File: src/rtl/delay_chain_pkg.sv
package delay_chain_pkg;
    // Stages held by one unit and width of the in-unit tap address
    localparam int UNIT_STAGES = 16;
    localparam int UNIT_SEL_W  = $clog2(UNIT_STAGES);

    // Width of the unit index; kept at least one bit wide
    function automatic int unit_idx_width(input int units);
        return (units > 1) ? $clog2(units) : 1;
    endfunction
endpackage

File: src/rtl/delay_unit.sv
module delay_unit #(
    parameter int STAGES = delay_chain_pkg::UNIT_STAGES,
    localparam int SEL_W = $clog2(STAGES)
) (
    input  logic             clk,
    input  logic             shift_en,
    input  logic             ser_in,
    input  logic [SEL_W-1:0] stage_sel,
    output logic             stage_tap,
    output logic             stage_last
);
    // Storage starts cleared at power-up; no reset of the contents
    logic [STAGES-1:0] stage_q = '0;

    always_ff @(posedge clk) begin
        if (shift_en) begin
            stage_q <= {stage_q[STAGES-2:0], ser_in};
        end
    end

    assign stage_tap  = stage_q[stage_sel];
    assign stage_last = stage_q[STAGES-1];
endmodule

File: src/rtl/unit_tap_mux.sv
module unit_tap_mux #(
    parameter int UNITS = 8,
    localparam int IDX_W = delay_chain_pkg::unit_idx_width(UNITS),
    localparam int SLOTS = 1 << IDX_W
) (
    input  logic [UNITS-1:0] unit_taps,
    input  logic [IDX_W-1:0] unit_idx,
    output logic             picked
);
    logic [SLOTS-1:0] padded;

    always_comb begin
        padded = '0;
        padded[UNITS-1:0] = unit_taps;
    end

    assign picked = padded[unit_idx];
endmodule

File: src/rtl/tapped_delay_chain.sv
module tapped_delay_chain #(
    parameter int UNITS = 8,
    localparam int STAGES   = delay_chain_pkg::UNIT_STAGES,
    localparam int LOW_W    = delay_chain_pkg::UNIT_SEL_W,
    localparam int IDX_W    = delay_chain_pkg::unit_idx_width(UNITS),
    localparam int ADDR_W   = LOW_W + $clog2(UNITS)
) (
    input  logic              clk,
    input  logic              shift_en,
    input  logic              din,
    input  logic [ADDR_W-1:0] tap_sel,
    output logic              tap_out,
    output logic              chain_out
);
    logic [UNITS:0]     link;
    logic [UNITS-1:0]   unit_tap;
    logic [IDX_W-1:0]   unit_idx;
    logic [LOW_W-1:0]   stage_idx;

    assign link[0]   = din;
    assign stage_idx = tap_sel[LOW_W-1:0];

    generate
        if (UNITS > 1) begin : g_idx_multi
            assign unit_idx = tap_sel[ADDR_W-1:LOW_W];
        end else begin : g_idx_single
            assign unit_idx = '0;
        end

        for (genvar u = 0; u < UNITS; u++) begin : g_unit
            delay_unit #(.STAGES(STAGES)) unit_i (
                .clk        (clk),
                .shift_en   (shift_en),
                .ser_in     (link[u]),
                .stage_sel  (stage_idx),
                .stage_tap  (unit_tap[u]),
                .stage_last (link[u+1])
            );
        end
    endgenerate

    unit_tap_mux #(.UNITS(UNITS)) mux_i (
        .unit_taps (unit_tap),
        .unit_idx  (unit_idx),
        .picked    (tap_out)
    );

    assign chain_out = link[UNITS];
endmodule

File: config.mk
export PLATFORM = sky130hd
export DESIGN_NAME = tapped_delay_chain
export DESIGN_NICKNAME = d
export VERILOG_FILES = /design/src/rtl/delay_chain_pkg.sv /design/src/rtl/delay_unit.sv /design/src/rtl/unit_tap_mux.sv /design/src/rtl/tapped_delay_chain.sv
export SDC_FILE = /design/constraint.sdc
export NUM_CORES = 1
export LEC_CHECK = 0
export ABC_AREA = 1
export BUFFER_PORTS_ARGS = -buffer_cell sky130_fd_sc_hd__buf_2
export CORE_ASPECT_RATIO = 1.4
export CORE_UTILIZATION = 52
export CTS_BUF_LIST = sky130_fd_sc_hd__clkbuf_16
export DETAILED_ROUTE_END_ITERATION = 6
export GPL_TIMING_DRIVEN = 0
export PLACE_DENSITY = 0.79
export SYNTH_ARGS = -nofsm -noshare
export SYNTH_HDL_FRONTEND = slang
export SYNTH_HIERARCHICAL = 1
export SYNTH_SLANG_ARGS = --single-unit
File: constraint.sdc
create_clock -name clk -period 2.1 [get_ports clk]
set_input_delay 0.105 -clock clk [delete_from_list [all_inputs] [get_ports clk]]
set_output_delay 0.105 -clock clk [all_outputs]
set_load 0.01 [all_outputs]
=== After elaboration in Yosys (flattened, before gate mapping) ===
Cells that the tools add are included.

* Flip-flop bits (word level): 128
* Latch bits: 0
* Bits in writable memories: 0
* ROM bits: 0
* Input port bits: 10
* Output and inout bits: 2
* Logic and storage cells: 28
* Memories kept: 0

* Add/subtract/negate cells: 0
* Multiply operators: 0
* Div/mod/pow operators: 0
* Magnitude comparators: 2
* Equality and inequality tests: 0
* Shift operators: 0
* Mux-type cells: 18
* Bitwise gates (word level): 0
* Reduce and logical (&&, ||, !) cells: 0

{| class="wikitable"
|+ Operators with widths
! cell !! count
|-
| 1-bit binary-select mux with 4-bit select || 8
|-
| 1-bit 2-to-1 mux || 9
|-
| 4-bit by 5-bit less-than comparator with 1-bit output, second input constant || 1
|-
| 3-bit by 4-bit less-than comparator with 1-bit output, second input constant || 1
|-
| 1-bit binary-select mux with 3-bit select || 1
|}

=== Depth between registers and ports, before layout ===
* Word-level depth: 4
* Mapped depth: 14
* Depth with buffers taken out: 13

=== By module ===
The synthesis kept the hierarchy.

{| class="wikitable"
|+ By module, submodules not included
! module !! times used !! cells each !! area an instance (um^2) !! seq. area each (um^2)
|-
| delay_unit || 8 || 66 || 708.2 || 480.5
|-
| unit_tap_mux || 1 || 28 || 110.1 || 0.0
|}

=== Worst setup path after synthesis ===
Ideal clock, no wire load.

* Path type: flip-flop to output port
* From: reg g_unit[7].unit_i.stage_q[15]
* To: out tap_out
* Arrival time: 1.081 ns
* Data required time: 1.995 ns
* Slack: 0.914 ns
* Stages on the path, launching flop included: 13
* Path buffers: 0
* Cells stage by stage: edfxtp_1 > inv_1 > nand2_1 > nand3_1 > nand3_1 > nand3_1 > nand2_1 > inv_1 > nand2_1 > nand3_1 > nand2_1 > nand2_1 > nand2_1

* Word-level cells in the longest chain between the ends: 4

{| class="wikitable"
|+ RTL lines
! item !! RTL line !! text
|-
| start, declared || delay_unit.sv:13 || <nowiki>logic [STAGES-1:0] stage_q = '0;</nowiki>
|-
| start signal, assigned || delay_unit.sv:17 || <nowiki>stage_q <= {stage_q[STAGES-2:0], ser_in};</nowiki>
|-
| 1-bit binary-select mux with 4-bit select || delay_unit.sv:21 || <nowiki>assign stage_tap = stage_q[stage_sel];</nowiki>
|-
| 1-bit 2-to-1 mux (implied by the code) || delay_unit.sv:21 ||
|-
| via unit_tap[7] || tapped_delay_chain.sv:16 || <nowiki>logic [UNITS-1:0] unit_tap;</nowiki>
|-
| 1-bit binary-select mux with 3-bit select || unit_tap_mux.sv:17 || <nowiki>assign picked = padded[unit_idx];</nowiki>
|-
| 1-bit 2-to-1 mux (implied by the code) || unit_tap_mux.sv:17 ||
|-
| end, declared || tapped_delay_chain.sv:12 || <nowiki>output logic tap_out,</nowiki>
|}

The timed path passes the listed nets, and every way through them passes these cells. The select of a mux whose other input is x is not followed.

=== Worst setup path in the final report ===
* From: reg g_unit[1].unit_i.stage_q[15]
* To: out tap_out

* Word-level cells in the longest chain between the ends: 4

{| class="wikitable"
|+ RTL lines
! item !! RTL line
|-
| start, declared || delay_unit.sv:13
|-
| start signal, assigned || delay_unit.sv:17
|-
| 1-bit binary-select mux with 4-bit select || delay_unit.sv:21
|-
| 1-bit 2-to-1 mux (implied by the code) || delay_unit.sv:21
|-
| via unit_tap[1] || tapped_delay_chain.sv:16
|-
| 1-bit binary-select mux with 3-bit select || unit_tap_mux.sv:17
|-
| 1-bit 2-to-1 mux (implied by the code) || unit_tap_mux.sv:17
|}

The timed path passes the listed nets, and every way through them passes these cells. The select of a mux whose other input is x is not followed.

==> metrics <==
ANT cells 0; area grow syn2layout 13.45%; die extent in x about 90 µm; Worst-Skew Late Latency slightly above 0.4 ns; Routed WL per cell 13.46 µm; largest net degree at the start of global routing 80; status complete, no violations; initial antenna violation count 0; Top Ports 12; vias in the first global route around 3.8k; placed insts 708; Top reg by flops g_unit.unit_i/stage_q; critical path type reg2out; Final Cell Area about 0.0066 mm²; post-CTS setup buffers 0; Placer Congestion around 0.79; drt pass-1 iters 4; Mapped Cells 556; Combinational Power Share approximately 7%; share of layout cells above drive strength 1 between 10% and 20%; max reg flops 128; Iteration-0 DRC Markers 240; syn_nets roughly 570; hold path cells 1; CTS root buffer clkbuf_16; # DRC 0; final setup skew 0.005376 ns; Final ANT Viol Nets 0; Routed Wire Length around 10 mm; critical path data required time about 2 ns; Avg Inst Size Synth 10.39 µm²; Global Route Usage Sum ~20%; Hold Crit Start shift_en; Ys Warns 6; Starting Density between 50% and 60%; #FFs+latches synth between 100 and 150; worst slew pin tran ~0.64 ns; Largest regs g_unit.unit_i/stage_q x128; first-pass GRT wire length roughly 17 mm; reg2reg path depth 0; Int Power roughly 4700 µW; die area 0.01154 mm²; htree depth 4; peak supply drop between 0.5 and 0.6 mV; Worst Hold End g_unit[0].unit_i/stage_q[11]; Tmin final 1.954 ns; CTS tree done; FF-to-FF Start g_unit[7].unit_i/stage_q[10]; sequential share of power roughly 51%; worst-path fanout max 2; CTS max path bufs 2; final-report setup violation count 0; # Max-Cap Violations 0; Hold WC Path Type in2reg; pwr dens ~900 mW/mm²; Setup crit end kind primary output; Final HPWL DP a little under 6 mm; r2r endpoint g_unit[7].unit_i/stage_q[11]; switching share of power 22.13%; Post-Syn Area approximately 0.0058 mm²; synth unique cells 8; PortBufs 10; CTS clk-pin slew, worst paths around 0.050 ns; Pins Over Slew Limit 0; post-synthesis sequential area ratio ~67%; Sw Pwr ~1300 µW; num rows 45; Layout Cells excl Fill ~740; Post-DP Area 0.006032 mm²; crit path DAT approximately 1.9 ns; cts bufs inserted 17; LEAKAGE 0.003014 µW; startpoint types flip-flop; Final period util slightly above 90%; unrepaired setup endpoints after global routing no; Core Area about 0.011 mm²; Final Hold Viols 0; clock network power share a little over two fifths; Slew headroom approximately 57%; Fmax just over 500 MHz; NumNets Final a little under 600; Finished Core Util approximately three fifths; Die Y between 100 and 150 µm; FF-to-FF setup slack about 1.4 ns; CTS Sinks ~130; vias per cell between 4 and 5; total congestion overflow 0; via count ~3.7k
-- synthesized netlist by cell type (all sizes together) --
cell	instances	area share (%)
edfxtp	128	67
inv	139	10
nand3	100	8.7
nand2	181	13
buf	8	1.6
-- layout by cell type, fill, tap and decap left out, drive strengths merged --
| master | netlist | routed |
|---|---|---|
| edfxtp | 128 | 128 |
| dlygate4sd3 | 0 | 1 |
| clkinv | 0 | 10 |
| clkbuf | 0 | 18 |
| nand3 | 100 | 100 |
| nand2 | 181 | 181 |
| bufinv | 0 | 1 |
| buf | 8 | 18 |
| inv | 139 | 141 |
-- cell families after synthesis --
| group | after synthesis | share of synthesized area (%) |
|---|---|---|
| buffers and inverters | 147 | 11.63 |
| flip-flops | 128 | 66.55 |
| AND/OR/NAND/NOR | 281 | 21.82 |
-- area by class of cell --
class                   instances  area, µm²
well taps                     141      176.4
repair buffers                 12      92.59
flip-flops and latches        128       3844
clock inverters                13      82.58
plain buffers                   8      90.09
clock buffers                  17      425.4
inverters                     139      581.8
fillers                       856       4258
multi-input cells             281       1260
-- routing by layer --
| layer | vias to the layer above | part of all wire [%] | global-route usage, % |
|---|---|---|---|
| met2 | 85 | 52 | 32.66 |
| met3 | 11 | 4.2 | 6.535 |
| met5 | - | 0 | 0 |
| met1 | 1764 | 42 | 23.35 |
| met4 | 0 | 1.3 | 8.123 |
| li1 | 1826 | - | - |
-- per-stage QoR --
| stage | worst slack, ns | setup TNS, ns | total power, µW | hold slack (ns) |
|---|---|---|---|---|
| after global routing | 0.01151 | 0 | 6287 | 0.2562 |
| after CTS | 0.1432 | 0 | 6103 | 0.2349 |
| after global placement | -0.3440 | -42.97 | 3511 | 0.2857 |
| after detailed placement | 0.1890 | 0 | 3528 | 0.2869 |
| after floorplan | 0.9140 | 0 | 3360 | 0.2039 |
| final | 0.1458 | 0 | 6034 | 0.2401 |
-- how the worst max path moves through the flow --
stage / start / endpoint / slack, ns
6_report: g_unit[1].unit_i/stage_q[15] / tap_out / 0.15
5_1_grt: g_unit[3].unit_i/stage_q[13] / tap_out / 0.01
4_1_cts: tap_sel[1] / tap_out / 0.14
3_5_place_dp: tap_sel[1] / tap_out / 0.19
3_3_place_gp: shift_en / g_unit[5].unit_i/stage_q[8] / -0.34
2_1_floorplan: g_unit[7].unit_i/stage_q[15] / tap_out / 0.91
-- power by group through the flow --
stage | Clock (µW) | Combinational (µW) | Sequential (µW)
3_5_place_dp | 0 | 420 | 3110
2_1_floorplan | 0 | 280 | 3080
6_report | 2550 | 427 | 3060
3_3_place_gp | 0 | 401 | 3110
4_1_cts | 2610 | 427 | 3060
5_1_grt | 2720 | 488 | 3080
-- critical path, cell delays in order, from the launching register on --
cell      delay [ns]
edfxtp_1        0.42
inv_1           0.08
nand2_1         0.05
nand3_1         0.09
nand3_1         0.11
nand3_1         0.11
nand2_1         0.09
inv_1           0.07
nand2_1         0.05
nand3_1         0.08
nand2_1         0.06
nand2_1         0.06
nand2_1         0.05
buf_2           0.13
-- what timing repair did --
item                                   CTS  global route
setup endpoints to repair                0             1
endpoints found under the hold margin    1             0
resized for setup                        0             2
hold buffers                             1             0
Note: power is estimated with default switching activity, not from simulation.
